==> src/rtl/blkprot_pkg.sv <==
package blkprot_pkg;

  typedef enum logic [1:0] {
    OP_LOCK   = 2'b00,
    OP_UNLOCK = 2'b01,
    OP_PIN    = 2'b10,
    OP_RSVD   = 2'b11
  } prot_op_e;

  typedef enum logic [1:0] {
    ST_OPEN   = 2'b00,
    ST_LOCKED = 2'b01,
    ST_PINNED = 2'b10
  } prot_st_e;

  // Reported state from the stored bits and the registered write-protect level.
  function automatic prot_st_e blk_state(input logic lock_b, input logic mark_b,
                                         input logic wp_lvl);
    if (mark_b && !wp_lvl) return ST_PINNED;
    if (lock_b)            return ST_LOCKED;
    return ST_OPEN;
  endfunction

  // Software unlock is honoured only when pinning is not enforced now and
  // no level change is being captured in the same cycle.
  function automatic logic unlock_allowed(input logic mark_b, input logic wp_lvl,
                                          input logic wp_move);
    return !(mark_b && (!wp_lvl || wp_move));
  endfunction

endpackage

==> src/rtl/bp_wp_tracker.sv <==
module bp_wp_tracker (
  input  logic clk,
  input  logic rst_n,
  input  logic wprot_n,
  output logic wp_lvl,
  output logic wp_move
);

  always_ff @(posedge clk or negedge rst_n) begin
    if (!rst_n) wp_lvl <= 1'b0;
    else        wp_lvl <= wprot_n;
  end

  assign wp_move = (wprot_n != wp_lvl);

endmodule

==> src/rtl/bp_block_cell.sv <==
module bp_block_cell
  import blkprot_pkg::*;
(
  input  logic     clk,
  input  logic     rst_n,
  input  logic     sel,
  input  prot_op_e op,
  input  logic     wp_lvl,
  input  logic     wp_move,
  output logic     lock_q,
  output logic     mark_q
);

  logic lock_d, mark_d;
  logic relock_ev;
  logic unlock_ev;

  assign relock_ev = wp_move && mark_q;
  assign unlock_ev = sel && (op == OP_UNLOCK) && unlock_allowed(mark_q, wp_lvl, wp_move);

  always_comb begin
    lock_d = lock_q;
    mark_d = mark_q;
    if (relock_ev) lock_d = 1'b1;
    if (sel) begin
      unique case (op)
        OP_LOCK:   lock_d = 1'b1;
        OP_PIN: begin
          lock_d = 1'b1;
          mark_d = 1'b1;
        end
        OP_UNLOCK: if (unlock_ev) lock_d = 1'b0;
        default:   ;
      endcase
    end
  end

  always_ff @(posedge clk or negedge rst_n) begin
    if (!rst_n) begin
      lock_q <= 1'b1;
      mark_q <= 1'b0;
    end else begin
      lock_q <= lock_d;
      mark_q <= mark_d;
    end
  end

  // a pinned block always carries its lock bit
  p_pinned_holds_lock_r5: assert property (@(posedge clk) disable iff (!rst_n)
    (mark_q && !wp_lvl) |-> lock_q);

  // an unlock while pinning is enforced leaves the block locked
  p_unlock_refused_r5: assert property (@(posedge clk) disable iff (!rst_n)
    (sel && op == OP_UNLOCK && mark_q && !wp_lvl) |=> lock_q);

  // a marker, once set, stays until reset
  p_marker_sticky_r8: assert property (@(posedge clk) disable iff (!rst_n)
    mark_q |=> mark_q);

  // a pin command sets both bits
  p_pin_sets_both_r4: assert property (@(posedge clk) disable iff (!rst_n)
    (sel && op == OP_PIN) |=> (lock_q && mark_q));

  // a captured level change relocks a marked block
  p_relock_on_change_r7: assert property (@(posedge clk) disable iff (!rst_n)
    (wp_move && mark_q) |=> lock_q);

endmodule

==> src/rtl/bp_access_port.sv <==
module bp_access_port
  import blkprot_pkg::*;
#(
  parameter int NUM_BLOCKS = 39,
  parameter int IDX_W      = 6
) (
  input  logic                  clk,
  input  logic                  rst_n,
  input  logic [NUM_BLOCKS-1:0] lock_vec,
  input  logic [NUM_BLOCKS-1:0] mark_vec,
  input  logic                  wp_lvl,
  input  logic [IDX_W-1:0]      qry_blk,
  input  logic                  pe_valid,
  input  logic [IDX_W-1:0]      pe_blk,
  output logic [1:0]            qry_state,
  output logic                  qry_wr_ok,
  output logic                  pe_ok,
  output logic                  pe_err
);

  localparam int SLOTS = 1 << IDX_W;

  // Unused index slots read as locked and unmarked.
  logic [SLOTS-1:0] lock_pad, mark_pad;

  generate
    for (genvar s = 0; s < SLOTS; s++) begin : g_pad
      if (s < NUM_BLOCKS) begin : g_real
        assign lock_pad[s] = lock_vec[s];
        assign mark_pad[s] = mark_vec[s];
      end else begin : g_gap
        assign lock_pad[s] = 1'b1;
        assign mark_pad[s] = 1'b0;
      end
    end
  endgenerate

  prot_st_e q_st, pe_st;

  assign q_st      = blk_state(lock_pad[qry_blk], mark_pad[qry_blk], wp_lvl);
  assign pe_st     = blk_state(lock_pad[pe_blk],  mark_pad[pe_blk],  wp_lvl);
  assign qry_state = q_st;
  assign qry_wr_ok = (q_st == ST_OPEN);

  always_ff @(posedge clk or negedge rst_n) begin
    if (!rst_n) begin
      pe_ok  <= 1'b0;
      pe_err <= 1'b0;
    end else begin
      pe_ok  <= pe_valid && (pe_st == ST_OPEN);
      pe_err <= pe_valid && (pe_st != ST_OPEN);
    end
  end

  // every request yields exactly one verdict
  p_pe_one_verdict_r9: assert property (@(posedge clk) disable iff (!rst_n)
    pe_valid |=> ($countones({pe_ok, pe_err}) == 1));

  // no verdict without a request
  p_pe_quiet_r9: assert property (@(posedge clk) disable iff (!rst_n)
    !pe_valid |=> !(pe_ok || pe_err));

  // indices past the array read as locked
  p_gap_locked_r10: assert property (@(posedge clk) disable iff (!rst_n)
    (int'(qry_blk) >= NUM_BLOCKS) |-> (qry_state == 2'b01));

endmodule

==> src/rtl/blk_protect_ctrl.sv <==
module blk_protect_ctrl
  import blkprot_pkg::*;
#(
  parameter int  NUM_BLOCKS = 39,
  localparam int IDX_W      = (NUM_BLOCKS > 1) ? $clog2(NUM_BLOCKS) : 1
) (
  input  logic             clk,
  input  logic             rst_n,
  input  logic             wprot_n,
  input  logic             cmd_valid,
  input  logic [1:0]       cmd_op,
  input  logic [IDX_W-1:0] cmd_blk,
  input  logic             pe_valid,
  input  logic [IDX_W-1:0] pe_blk,
  input  logic [IDX_W-1:0] qry_blk,
  output logic [1:0]       qry_state,
  output logic             qry_wr_ok,
  output logic             pe_ok,
  output logic             pe_err
);

  logic                  wp_lvl, wp_move;
  logic [NUM_BLOCKS-1:0] lock_vec, mark_vec, sel_vec;
  prot_op_e              op_e;

  assign op_e = prot_op_e'(cmd_op);

  bp_wp_tracker u_wp (
    .clk     (clk),
    .rst_n   (rst_n),
    .wprot_n (wprot_n),
    .wp_lvl  (wp_lvl),
    .wp_move (wp_move)
  );

  generate
    for (genvar i = 0; i < NUM_BLOCKS; i++) begin : g_blk
      assign sel_vec[i] = cmd_valid && (cmd_blk == IDX_W'(i));
      bp_block_cell u_cell (
        .clk     (clk),
        .rst_n   (rst_n),
        .sel     (sel_vec[i]),
        .op      (op_e),
        .wp_lvl  (wp_lvl),
        .wp_move (wp_move),
        .lock_q  (lock_vec[i]),
        .mark_q  (mark_vec[i])
      );
    end
  endgenerate

  bp_access_port #(
    .NUM_BLOCKS (NUM_BLOCKS),
    .IDX_W      (IDX_W)
  ) u_acc (
    .clk       (clk),
    .rst_n     (rst_n),
    .lock_vec  (lock_vec),
    .mark_vec  (mark_vec),
    .wp_lvl    (wp_lvl),
    .qry_blk   (qry_blk),
    .pe_valid  (pe_valid),
    .pe_blk    (pe_blk),
    .qry_state (qry_state),
    .qry_wr_ok (qry_wr_ok),
    .pe_ok     (pe_ok),
    .pe_err    (pe_err)
  );

  // at most one block is selected per command
  p_single_select_r2: assert property (@(posedge clk) disable iff (!rst_n)
    $onehot0(sel_vec));

endmodule

==> config.mk <==
export PLATFORM = sky130hd
export DESIGN_NAME = blk_protect_ctrl
export DESIGN_NICKNAME = d
export VERILOG_FILES = /design/src/rtl/blkprot_pkg.sv /design/src/rtl/bp_wp_tracker.sv /design/src/rtl/bp_block_cell.sv /design/src/rtl/bp_access_port.sv /design/src/rtl/blk_protect_ctrl.sv
export SDC_FILE = /design/constraint.sdc
export NUM_CORES = 1
export LEC_CHECK = 0
export ABC_AREA = 1
export BUFFER_PORTS_ARGS = -buffer_cell sky130_fd_sc_hd__buf_2
export CORE_MARGIN = 1.5
export CORE_UTILIZATION = 42
export CTS_BUF_LIST = sky130_fd_sc_hd__clkbuf_8
export CTS_CLUSTER_DIAMETER = 60
export DETAILED_ROUTE_END_ITERATION = 10
export PLACE_DENSITY_LB_ADDON = 0.08
export REMOVE_ABC_BUFFERS = 1
export SLEW_MARGIN = 0
export SYNTH_ARGS = -nofsm -noshare
export SYNTH_HDL_FRONTEND = slang
export SYNTH_SLANG_ARGS = --single-unit
==> constraint.sdc <==
create_clock -name clk -period 2.05 [get_ports clk]
set_clock_uncertainty 0.05 [all_clocks]
set_input_delay 0.41 -clock clk [delete_from_list [all_inputs] [get_ports clk]]
set_output_delay 0.41 -clock clk [all_outputs]
set_load 0.01 [all_outputs]
==> impl_metrics.env <==
export IMPL_hold_depth=1
export IMPL_pin_count=30
export IMPL_wl_met2_um=9250
export IMPL_first_pass_iters=8
export IMPL_p_clk_share_pct=37.5
export IMPL_path_max_fanout=3
export IMPL_register_area_um2=2080
export IMPL_cp_data_arrival_time_ns=1.84
export IMPL_layout_setup_ws_ns=-0.254
export IMPL_drc_errors=0
export IMPL_place_gp_congestion=0.925
export IMPL_internal_power_mw=2.72
export IMPL_via_count=6059
export IMPL_antenna_found_initial=0
export IMPL_coreArea_um2=13200
export IMPL_area_growth_pct=19.5
export IMPL_clk_latency_ns=0.38
export IMPL_synthSimpleGateAreaFrac_pct=29.6
export IMPL_period_needed_ns=2.30
export IMPL_synthCells=826
export IMPL_clk_pin_slew_ns=0.08
export IMPL_wl_met3_um=1540
export IMPL_placed_cells=1038
export IMPL_cts_root_buf="clkbuf_8"
export IMPL_via_per_inst=5.63
export IMPL_slew_violations=0
export IMPL_status="finished, violations left"
export IMPL_htreeDepth=3
export IMPL_yosysTopAreaCellShare_pct=18.5
export IMPL_die_h_um=119
export IMPL_numCtsBuffers=9
export IMPL_critPathLaunchType="flop"
export IMPL_ys_ff_latch=81
export IMPL_synthAdderAreaFrac_pct=0.220
export IMPL_hold_path_class="in2reg"
export IMPL_max_freq_mhz=434
export IMPL_met1_length_um=8900
export IMPL_synthArstFlopShare_pct=100
export IMPL_synth_ff_type="dfrtp_1"
export IMPL_finalHoldViolCount=0
export IMPL_synth_compound_area_share_pct=20.8
export IMPL_drive_gt1_share_pct=24.6
export IMPL_ant_nets=0
export IMPL_num_rows=42
export IMPL_crit_type="reg2out"
export IMPL_io_buffer_count=29
export IMPL_muxShareOfSynthArea_pct=0
export IMPL_grt_usage_pct=29.5
export IMPL_rsz0062_at_grt="true"
export IMPL_endpoint_kind="output pin"
export IMPL_seqPwrFrac_pct=43.9
export IMPL_post_route_period_util_pct=112
export IMPL_yosysTopAreaCell="dfrtp_1"
export IMPL_swShare_pct=29.1
export IMPL_reg2reg_to="u_acc.pe_err"
export IMPL_total_power_mw=3.83
export IMPL_cts_tree="yes"
export IMPL_dieArea_um2=14200
export IMPL_powerDensity_nw_per_um2=564
export IMPL_start_util_pct=42.9
export IMPL_final_cells=1076
export IMPL_yosys_top_cells_area="dfrtp_1 18%, dfstp_2 18%, nand2_1 15%"
export IMPL_maxCapViolCount=0
export IMPL_relSlewSlack_pct=62.9
export IMPL_dp_hpwl_um=14600
export IMPL_clockBufferDepth=2
export IMPL_crit_end="qry_state[0]"
export IMPL_rrSetupSlack_ns=0.41
export IMPL_combinationalPowerShare_pct=18.6
export IMPL_fin_nets=922
export IMPL_synthDistinctLibCells=33
export IMPL_peakVddDrop_uv=332
export IMPL_synth_top_family_by_area="simple AND/OR/NAND/NOR gates"
export IMPL_tns_ns=-0.566
export IMPL_setup_violations=3
export IMPL_worstRegToRegCells=11
export IMPL_synth_edf_count=0
export IMPL_grt_ovfl_total=0
export IMPL_drtIter0Drc=623
export IMPL_routed_wl_um=20200
export IMPL_antenna_cells=0
export IMPL_clkSinkCount=81
export IMPL_highest_layer="met4"
export IMPL_cp_required_ns=1.59
export IMPL_r2r_start="g_blk[9].u_cell.lock_q"
export IMPL_power_leakage_nw=3.08
export IMPL_grt_max_degree=42
export IMPL_synth_xor_area_share_pct=0
export IMPL_nFillCells=1392
export IMPL_grt_pass1_wl_um=32000
export IMPL_ys_seq_area_share_pct=36.5
export IMPL_critPathLaunch="g_blk[4].u_cell.lock_q"
export IMPL_violations="setup timing"
export IMPL_tightest_slew_ns=0.556
export IMPL_syn_area_per_cell_um2=6.88
export IMPL_first_global_vias=5756
export IMPL_power_switching_mw=1.12
export IMPL_multi_input_area_um2=2970
export IMPL_ys_warn_count=0
export IMPL_die_w_um=119
export IMPL_drt_wirelength_per_cell_um=18.8
export IMPL_synth_area_um2=5680
[flip-flops by register name, summed over array words and instances (netlist names)]
| register | flops |
|---|---|
| g_blk.u_cell.lock_q | 39 |
| g_blk.u_cell.mark_q | 39 |
| u_acc.pe_err | 1 |
| u_acc.pe_ok | 1 |
| u_wp.wp_lvl | 1 |
[what timing repair did]
| action | CTS | global route |
|---|---|---|
| resized for setup | 19 | 26 |
| setup buffers | 14 | 8 |
| hold buffers | 1 | 0 |
| hold endpoints to repair | 5 | 0 |
| pin swaps | 8 | 13 |
| setup endpoints to repair | 3 | 3 |
[metrics by stage]
step / worst slack (ns) / util (%) / hold WS, ns / area [um^2]
2_1_floorplan: -0.00365 / - / 0.0644 / 5420
3_3_place_gp: -0.225 / 47.4 / 0.212 / 6280
3_5_place_dp: -0.206 / 47.4 / 0.210 / 6280
4_1_cts: -0.244 / 50.3 / 0.0927 / 6660
5_1_grt: -0.370 / 51.3 / 0.101 / 6790
6_report: -0.254 / 51.3 / 0.106 / 6790
[layout by cell type (no fill, tap or decap), drive strengths merged, types with 3 or more instances in the layout]
cell / count
a32o: 23
nor2: 73
inv: 124
nand3: 75
a21oi: 79
bufinv: 3
o211ai: 15
o21ai: 67
dfstp: 39
dfrtp: 42
nand2: 225
a31o: 4
buf: 102
or2: 3
a22oi: 6
clkbuf: 10
[worst max-delay path, stage by stage, from the launching register on]
cell	delay (ns)
dfstp_2	0.58
nand2_1	0.06
nand3_1	0.08
o211ai_1	0.13
nand2_1	0.08
nand2_1	0.05
nand2_1	0.06
nand3_2	0.07
inv_1	0.06
nor2_1	0.04
a21oi_2	0.11
buf_2	0.15
[worst min path at each step]
stage,start,to,slack (ns)
6_report,wprot_n,u_wp.wp_lvl,0.11
5_1_grt,wprot_n,u_wp.wp_lvl,0.10
4_1_cts,wprot_n,u_wp.wp_lvl,0.09
3_5_place_dp,rst_n,g_blk[31].u_cell.mark_q,0.21
3_3_place_gp,rst_n,g_blk[31].u_cell.mark_q,0.21
2_1_floorplan,rst_n,g_blk[0].u_cell.mark_q,0.06
[layer usage]
metal  vias to the layer above  track usage [%]
li1                       2837                -
met1                      2925             41.4
met2                       263             46.0
met3                        34             4.02
met4                         0             11.8
met5                         -                0
[area by class of cell]
type | instances | area share (%)
inverters | 122 | 6.82
flip-flops and latches | 81 | 30.6
repair buffers | 103 | 12.1
clock buffers | 10 | 2.03
well taps | 176 | 3.24
clock inverters | 5 | 1.44
multi-input cells | 579 | 43.8
[synthesized netlist by cell type (3+ instances only)]
cell type and count:
nand3_1 75, nor2_1 57, nor2_2 3, a32o_1 23, dfstp_2 39, nor2_4 11, o211ai_1 15, dfrtp_1 42
inv_2 6, o21ai_0 56, o21ai_1 11, inv_1 115, buf_4 7, nand2_1 224, a21oi_1 79, buf_2 18
clkbuf_1 13, a22oi_1 6, buf_6 5, a31o_2 4
[kinds of logic (layout without fill, tap and decap cells)]
logic type,after synthesis,after routing
buffers and inverters,166,240
AND/OR/NAND/NOR,380,380
flip-flops,81,81
AO/OA/AOI/OAI,198,198
adder cells (fa/ha/maj),1,1
[power groups by stage]
stage	Combinational [mW]	Sequential (mW)	Clock [mW]
floorplan	0.328	1.70	0
detailed placement	0.676	1.71	0
CTS	0.689	1.68	1.47
finish	0.711	1.68	1.44
global placement	0.671	1.71	0
global route	0.774	1.69	1.53
Note: power is estimated with default switching activity, not from simulation.
